### config.mk
export PLATFORM = sky130hd
export DESIGN_NAME = xbus_sel_decoder
export DESIGN_NICKNAME = d
export VERILOG_FILES = /design/src/rtl/xbus_pkg.sv /design/src/rtl/xbus_sel_ctrl.sv /design/src/rtl/xbus_irq_stat.sv /design/src/rtl/xbus_page_ram.sv /design/src/rtl/xbus_sel_decoder.sv
export SDC_FILE = /design/constraint.sdc
export NUM_CORES = 2
export LEC_CHECK = 0
export BUFFER_PORTS_ARGS = -buffer_cell sky130_fd_sc_hd__buf_2
export CORE_MARGIN = 3
export CORE_UTILIZATION = 63
export DETAILED_ROUTE_END_ITERATION = 8
export PLACE_DENSITY = 0.79
export SLEW_MARGIN = 30
export SYNTH_ARGS = -nofsm -noshare
export SYNTH_HDL_FRONTEND = slang
export SYNTH_SLANG_ARGS = --single-unit
### constraint.sdc
create_clock -name clk -period 4.1 [get_ports clk]
set_clock_uncertainty 0.15 [all_clocks]
set_input_delay 0.41 -clock clk [delete_from_list [all_inputs] [get_ports clk]]
set_output_delay 0.41 -clock clk [all_outputs]
set_load 0.01 [all_outputs]
### src/rtl/xbus_pkg.sv
`timescale 1ns/1ps
package xbus_pkg;
    // Overlay state: which ROM is visible in the shared math-ROM window
    typedef enum logic {
        ROM_ON  = 1'b0,
        DEV_ROM = 1'b1
    } ovl_state_e;

    localparam logic [15:0] SEL_ADDR_DEF = 16'hD1FF;
    localparam logic [15:0] RAM_BASE_DEF = 16'hD600;
endpackage

### src/rtl/xbus_sel_ctrl.sv
`timescale 1ns/1ps
module xbus_sel_ctrl
    import xbus_pkg::*;
#(
    parameter int                DATA_W   = 8,
    parameter int                ADDR_W   = 16,
    parameter logic [ADDR_W-1:0] SEL_ADDR = SEL_ADDR_DEF
) (
    input  logic              clk,
    input  logic              rst_n,
    input  logic [ADDR_W-1:0] addr,
    input  logic [DATA_W-1:0] wdata,
    input  logic              wr,
    input  logic [DATA_W-1:0] dev_claim,
    output logic [DATA_W-1:0] dev_sel,
    output logic              fprom_en
);
    localparam logic [DATA_W-1:0] ONE = {{(DATA_W-1){1'b0}}, 1'b1};

    ovl_state_e        state_q, state_d;
    logic [DATA_W-1:0] sel_q;
    logic              sel_hit, legal, accept, claimed;

    assign sel_hit = wr && (addr == SEL_ADDR);
    assign legal   = ((wdata & (wdata - ONE)) == '0);
    assign accept  = sel_hit && legal && (wdata != sel_q);
    assign claimed = |(dev_claim & wdata);

    // Select latch
    always_ff @(posedge clk) begin
        if (!rst_n)      sel_q <= '0;
        else if (accept) sel_q <= wdata;
    end

    // Next-state logic: T_CLAIM and T_RELEASE
    always_comb begin
        state_d = state_q;
        unique case (state_q)
            ROM_ON:  if (accept && claimed)  state_d = DEV_ROM; // T_CLAIM
            DEV_ROM: if (accept && !claimed) state_d = ROM_ON;  // T_RELEASE
            default: state_d = ROM_ON;
        endcase
    end

    // State register
    always_ff @(posedge clk) begin
        if (!rst_n) state_q <= ROM_ON;
        else        state_q <= state_d;
    end

    // Outputs
    always_comb begin
        fprom_en = (state_q == ROM_ON);
        dev_sel  = sel_q;
    end
endmodule

### src/rtl/xbus_irq_stat.sv
`timescale 1ns/1ps
module xbus_irq_stat #(
    parameter int DATA_W = 8
) (
    input  logic              clk,
    input  logic              rst_n,
    input  logic [DATA_W-1:0] dev_irq,
    output logic [DATA_W-1:0] irq_stat,
    output logic              irq
);
    always_ff @(posedge clk) begin
        if (!rst_n) irq_stat <= '0;
        else        irq_stat <= dev_irq;
    end

    assign irq = |irq_stat;
endmodule

### src/rtl/xbus_page_ram.sv
`timescale 1ns/1ps
module xbus_page_ram #(
    parameter int AW = 9,
    parameter int DW = 8
) (
    input  logic          clk,
    input  logic          we,
    input  logic [AW-1:0] a,
    input  logic [DW-1:0] d,
    output logic [DW-1:0] q
);
    localparam int DEPTH = 1 << AW;

    logic [DW-1:0] mem [DEPTH];

    always_ff @(posedge clk) begin
        if (we) mem[a] <= d;
    end

    assign q = mem[a];
endmodule

### src/rtl/xbus_sel_decoder.sv
`timescale 1ns/1ps
module xbus_sel_decoder
    import xbus_pkg::*;
#(
    parameter int                ADDR_W   = 16,
    parameter int                DATA_W   = 8,
    parameter int                RAM_AW   = 9,
    parameter logic [ADDR_W-1:0] SEL_ADDR = SEL_ADDR_DEF,
    parameter logic [ADDR_W-1:0] RAM_BASE = RAM_BASE_DEF
) (
    input  logic              clk,
    input  logic              rst_n,
    input  logic [ADDR_W-1:0] addr,
    input  logic [DATA_W-1:0] wdata,
    input  logic              rd,
    input  logic              wr,
    input  logic [DATA_W-1:0] dev_claim,
    input  logic [DATA_W-1:0] dev_irq,
    input  logic              dev_rd_hit,
    input  logic [DATA_W-1:0] dev_rdata,
    input  logic              ram_map_en,
    output logic [DATA_W-1:0] rdata,
    output logic              fprom_en,
    output logic [DATA_W-1:0] dev_sel,
    output logic              irq
);
    localparam int PAGE_LSB = 8;

    logic [DATA_W-1:0] irq_stat;
    logic [DATA_W-1:0] ram_q;
    logic              in_sel_page, in_ram, ram_we;

    assign in_sel_page = (addr[ADDR_W-1:PAGE_LSB] == SEL_ADDR[ADDR_W-1:PAGE_LSB]);
    assign in_ram      = ram_map_en && (addr[ADDR_W-1:RAM_AW] == RAM_BASE[ADDR_W-1:RAM_AW]);
    assign ram_we      = wr && in_ram;

    xbus_sel_ctrl #(.DATA_W(DATA_W), .ADDR_W(ADDR_W), .SEL_ADDR(SEL_ADDR)) u_ctrl (
        .clk(clk), .rst_n(rst_n), .addr(addr), .wdata(wdata), .wr(wr),
        .dev_claim(dev_claim), .dev_sel(dev_sel), .fprom_en(fprom_en)
    );

    xbus_irq_stat #(.DATA_W(DATA_W)) u_irq (
        .clk(clk), .rst_n(rst_n), .dev_irq(dev_irq), .irq_stat(irq_stat), .irq(irq)
    );

    xbus_page_ram #(.AW(RAM_AW), .DW(DATA_W)) u_ram (
        .clk(clk), .we(ram_we), .a(addr[RAM_AW-1:0]), .d(wdata), .q(ram_q)
    );

    always_comb begin
        rdata = '1;
        if (rd) begin
            if (addr == SEL_ADDR)           rdata = irq_stat;
            else if (in_sel_page)           rdata = dev_rd_hit ? dev_rdata : '1;
            else if (in_ram)                rdata = ram_q;
        end
    end
endmodule

==> metrics.csv <==
stage,metric,value,unit
run_status,status,"finished, violations left",
run_status,violations,"DRC, setup timing",
synthesis,synth_simple_gate_area_share,2.82,%
grt,grt_overflow,0,
routing,routed_wirelength,527000,um
setup_path,crit_type,register to output pin,
grt,grt_start_max_net_pins,204,
setup_path,signal_arrival_time_at_the_worst_endpoint,4.39,ns
final_layout,final_layout_size_suffix_gt1_share,34.2,%
timing,maxClockFrequency,202,MHz
routing,first_iter_violations,17675,
floorplan,initial_utilization,63.4,%
place,gp_congestion,1.12,
clock_tree,numClockSinks,4113,
floorplan,die_span_y,509,um
floorplan,placement_rows,184,
setup_path,reg2regPathDepth,9,
synthesis,synthCells,7441,
hold_path,hold_path_class,primary input to register,
setup_path,worst_path_largest_cell_delay,0.54,ns
routing,vias,92409,
timing,rsz_0062_raised_after_global_routing,true,
setup_path,critPathLaunchType,register,
pwr,vdd_ir_drop_max,422,uV
job,cap_viol_max_count,0,
synthesis,synth.avg_cell_area,21.4,um2
hold_path,min_from,wdata[4],
setup_path,maximum_fanout_along_the_worst_path,1,
setup_path,crit_chain,"nor2b_1, a2111oi_1, a2111oi_1, a221oi_1, o2111ai_2, buf_4, or4_4, a2111oi_4, a41oi_4, buf_2",
routing,drtPass1Iterations,9,
grt,track_usage,40.9,%
setup_path,critical_path.endpoint_type,output pin,
clock_tree,tritoncts.num_buffers,405,
final_layout,post-route-util,74.7,%
clock_tree,clk_pin_slew_worst_paths,0.06,ns
final_layout,design.final.nets,8823,
hold_path,hold_depth,2,
synthesis,main_combinational_cell_family_by_area_after_synthesis,multiplexers,
synthesis,synth_nets,7495,
floorplan,core,252000,um2
setup_path,most_frequent_cell_on_the_critical_path,sky130_fd_sc_hd__a2111oi_1,
synthesis,synth_compound_gate_area_share,2.46,%
final_layout,most_common_cell_after_layout_fill_and_taps_aside,sky130_fd_sc_hd__edfxtp_1,
final_layout,leading_cell_types_in_the_layout_fill_and_taps_excluded,"sky130_fd_sc_hd__edfxtp_1, sky130_fd_sc_hd__buf_4, sky130_fd_sc_hd__mux4_2",
setup_path,reg2reg_setup_slack,1.40,ns
pwr,power_leakage,60.8,nW
pwr,p_per_area,468,nW/um2
synthesis,synth_warnings,0,
place,number_of_buffers_inserted_by_port_buffering,71,
grt,antenna_violations_before_repair,63,
timing,worst_slew_margin_rel,21.9,%
timing,post-route-min-period,4.95,ns
grt,grt_pass1_vias,90389,
routing,via_per_inst,7.42,
floorplan,dieArea,259000,um2
clock_tree,root_buffer,sky130_fd_sc_hd__clkbuf_16,
synthesis,mappedNetlistArea,159000,um2
timing,timing_hold_violations_final,0,
setup_path,crit_path_top_delay_cell,sky130_fd_sc_hd__or4_4,
timing,slew_viol_final,0,
timing,timing_worst_slew_pin_value,1.17,ns
synthesis,synth_xor_xnor_area_share,0.0439,%
synthesis,yosys-top-cells-area,"sky130_fd_sc_hd__edfxtp_1, sky130_fd_sc_hd__mux4_2, sky130_fd_sc_hd__nor2_1, sky130_fd_sc_hd__mux2i_1, sky130_fd_sc_hd__a22oi_1",
synthesis,dominantRegCellSynth,sky130_fd_sc_hd__edfxtp_1,
clock_tree,cts_tree,built,
synthesis,number_of_synthesized_flops_with_an_enable_pin,4096,
clock_tree,clkLatencyLatePin,0.96,ns
floorplan,floorplan.io_pins,72,
timing,finalWorstSetupSlack,-0.849,ns
routing,antenna_left,0,
synthesis,synthAdderAreaFrac,0.00628,%
timing,finalSetupViolCount,8,
timing,post-route-period-util,121,%
final_layout,area_growth_syn_to_layout,17.9,%
floorplan,die_x,509,um
grt,grt_first_pass_wirelength,723000,um
synthesis,yosys_top_cell_area_share,77.1,%
synthesis,yosysTopAreaCell,sky130_fd_sc_hd__edfxtp_1,
synthesis,ys_seq_area_share,77.4,%
synthesis,synth.distinct_cells,69,
synthesis,postSynthRegisterBits,4113,
setup_path,cp.required,3.54,ns
setup_path,r2r-start,u_ctrl.dev_sel[1],
hold_path,worstHoldEndpoint,u_ram.mem[290][4],
pwr,finalPower,88.1,mW
clock_tree,cts-root-to-sink-buffers,4,
synthesis,synth_mux_area_share,15.8,%
place,place.detailed.hpwl,322000,um
routing,wl_per_cell,42.3,um
clock_tree,h-tree-depth,5,
routing,drc,5,
synthesis,ffs_w_async_s_r_synth,0,%
-- worst max path at each step --
stage / start / endpoint / slack, ns / cells after the start
after floorplan: addr[0] / rdata[6] / 0.53 / 11
after global placement: addr[0] / rdata[2] / -1.52 / 15
after CTS: u_ram.mem[469][3] / rdata[3] / -0.91 / 8
after global routing: u_ram.mem[144][3] / rdata[3] / -0.87 / 10
after detailed placement: addr[0] / rdata[2] / -1.46 / 15
final: u_ram.mem[144][3] / rdata[3] / -0.85 / 10
-- area by class of cell --
class	instances	area, um2
sequential	4113	123000
fill	12734	63600
multi-input combinational	2859	35200
timing repair buffer	1380	12400
clock buffer	474	10500
tap	3348	4190
clock inverter	234	2240
antenna	38	95.1
inverter	10	45.0
-- critical path: cells and delay by family, from the launching register on --
family | cells | cell delay [ns]
buffers and inverters | 2 | 0.41
and+or+nand+nor | 2 | 0.70
AOI/OAI and AO/OA | 6 | 1.90
DFF | 1 | 0.42
-- flip-flops by register name (all words and copies together) (netlist names), named ones only --
name and cells:
u_ctrl.dev_sel 8, u_irq.irq_stat 8, u_ram.mem 4096
-- cell usage after synthesis, types with 21 or more instances --
library cell	number
sky130_fd_sc_hd__clkbuf_1	240
sky130_fd_sc_hd__buf_2	110
sky130_fd_sc_hd__nand2_1	177
sky130_fd_sc_hd__edfxtp_1	4096
sky130_fd_sc_hd__mux4_2	1014
sky130_fd_sc_hd__o22ai_1	48
sky130_fd_sc_hd__buf_1	23
sky130_fd_sc_hd__o21ai_0	56
sky130_fd_sc_hd__a21oi_1	76
sky130_fd_sc_hd__and3_1	21
sky130_fd_sc_hd__nor2b_1	24
sky130_fd_sc_hd__a211oi_1	23
sky130_fd_sc_hd__buf_6	34
sky130_fd_sc_hd__a31oi_1	46
sky130_fd_sc_hd__nand3_1	80
sky130_fd_sc_hd__buf_4	51
sky130_fd_sc_hd__mux2i_1	216
sky130_fd_sc_hd__a221oi_1	33
sky130_fd_sc_hd__a22oi_1	154
sky130_fd_sc_hd__nor2_1	595
sky130_fd_sc_hd__nor3_1	51
-- metal layers --
metal / routed length, um / vias up / GRT usage, % / part of all wire (%)
li1: - / 33896 / - / -
met1: 164000 / 47018 / 52.9 / 31
met2: 236000 / 9462 / 59.3 / 45
met3: 81900 / 1983 / 14.5 / 16
met4: 44400 / 50 / 27.2 / 8.4
met5: 318 / - / 0.333 / 0.060
-- per-stage QoR --
step | TNS (ns) | cells | cell area, um2 | hold WS (ns) | setup WS [ns]
after floorplan | 0 | 7441 | 159000 | 0.322 | 0.529
after global placement | -8.04 | 11653 | 173000 | 0.333 | -1.52
after detailed placement | -7.48 | 11653 | 173000 | 0.369 | -1.46
after CTS | -3.47 | 12411 | 187000 | 0.267 | -0.909
after global routing | -3.71 | 12424 | 188000 | 0.315 | -0.866
final | -4.12 | 12456 | 188000 | 0.323 | -0.849
-- timing repair --
item                                    CTS  global route
pin swaps                                51            26
cloned                                    6             1
endpoints found under the setup margin    8             8
hold buffers                             39             0
buffers inserted                         16             7
hold endpoints to repair                510             0
resized for setup                       203            71
-- logic make-up after synthesis --
group	count (synthesis)
AO/OA/AOI/OAI	554
AND/OR/NAND/NOR	1047
buffers and inverters	469
multiplexers	1249
flip-flops	4113
adder cells (fa/ha/maj)	1
XOR/XNOR	8
-- power by group --
group | leakage [nW] | internal, mW | switching, mW
Sequential | 36.9 | 46.2 | 0.00543
Combinational | 17.6 | 1.88 | 3.29
Clock | 6.23 | 20.8 | 15.8
Total | 60.8 | 68.9 | 19.1
(Power assumes the default switching activity.)
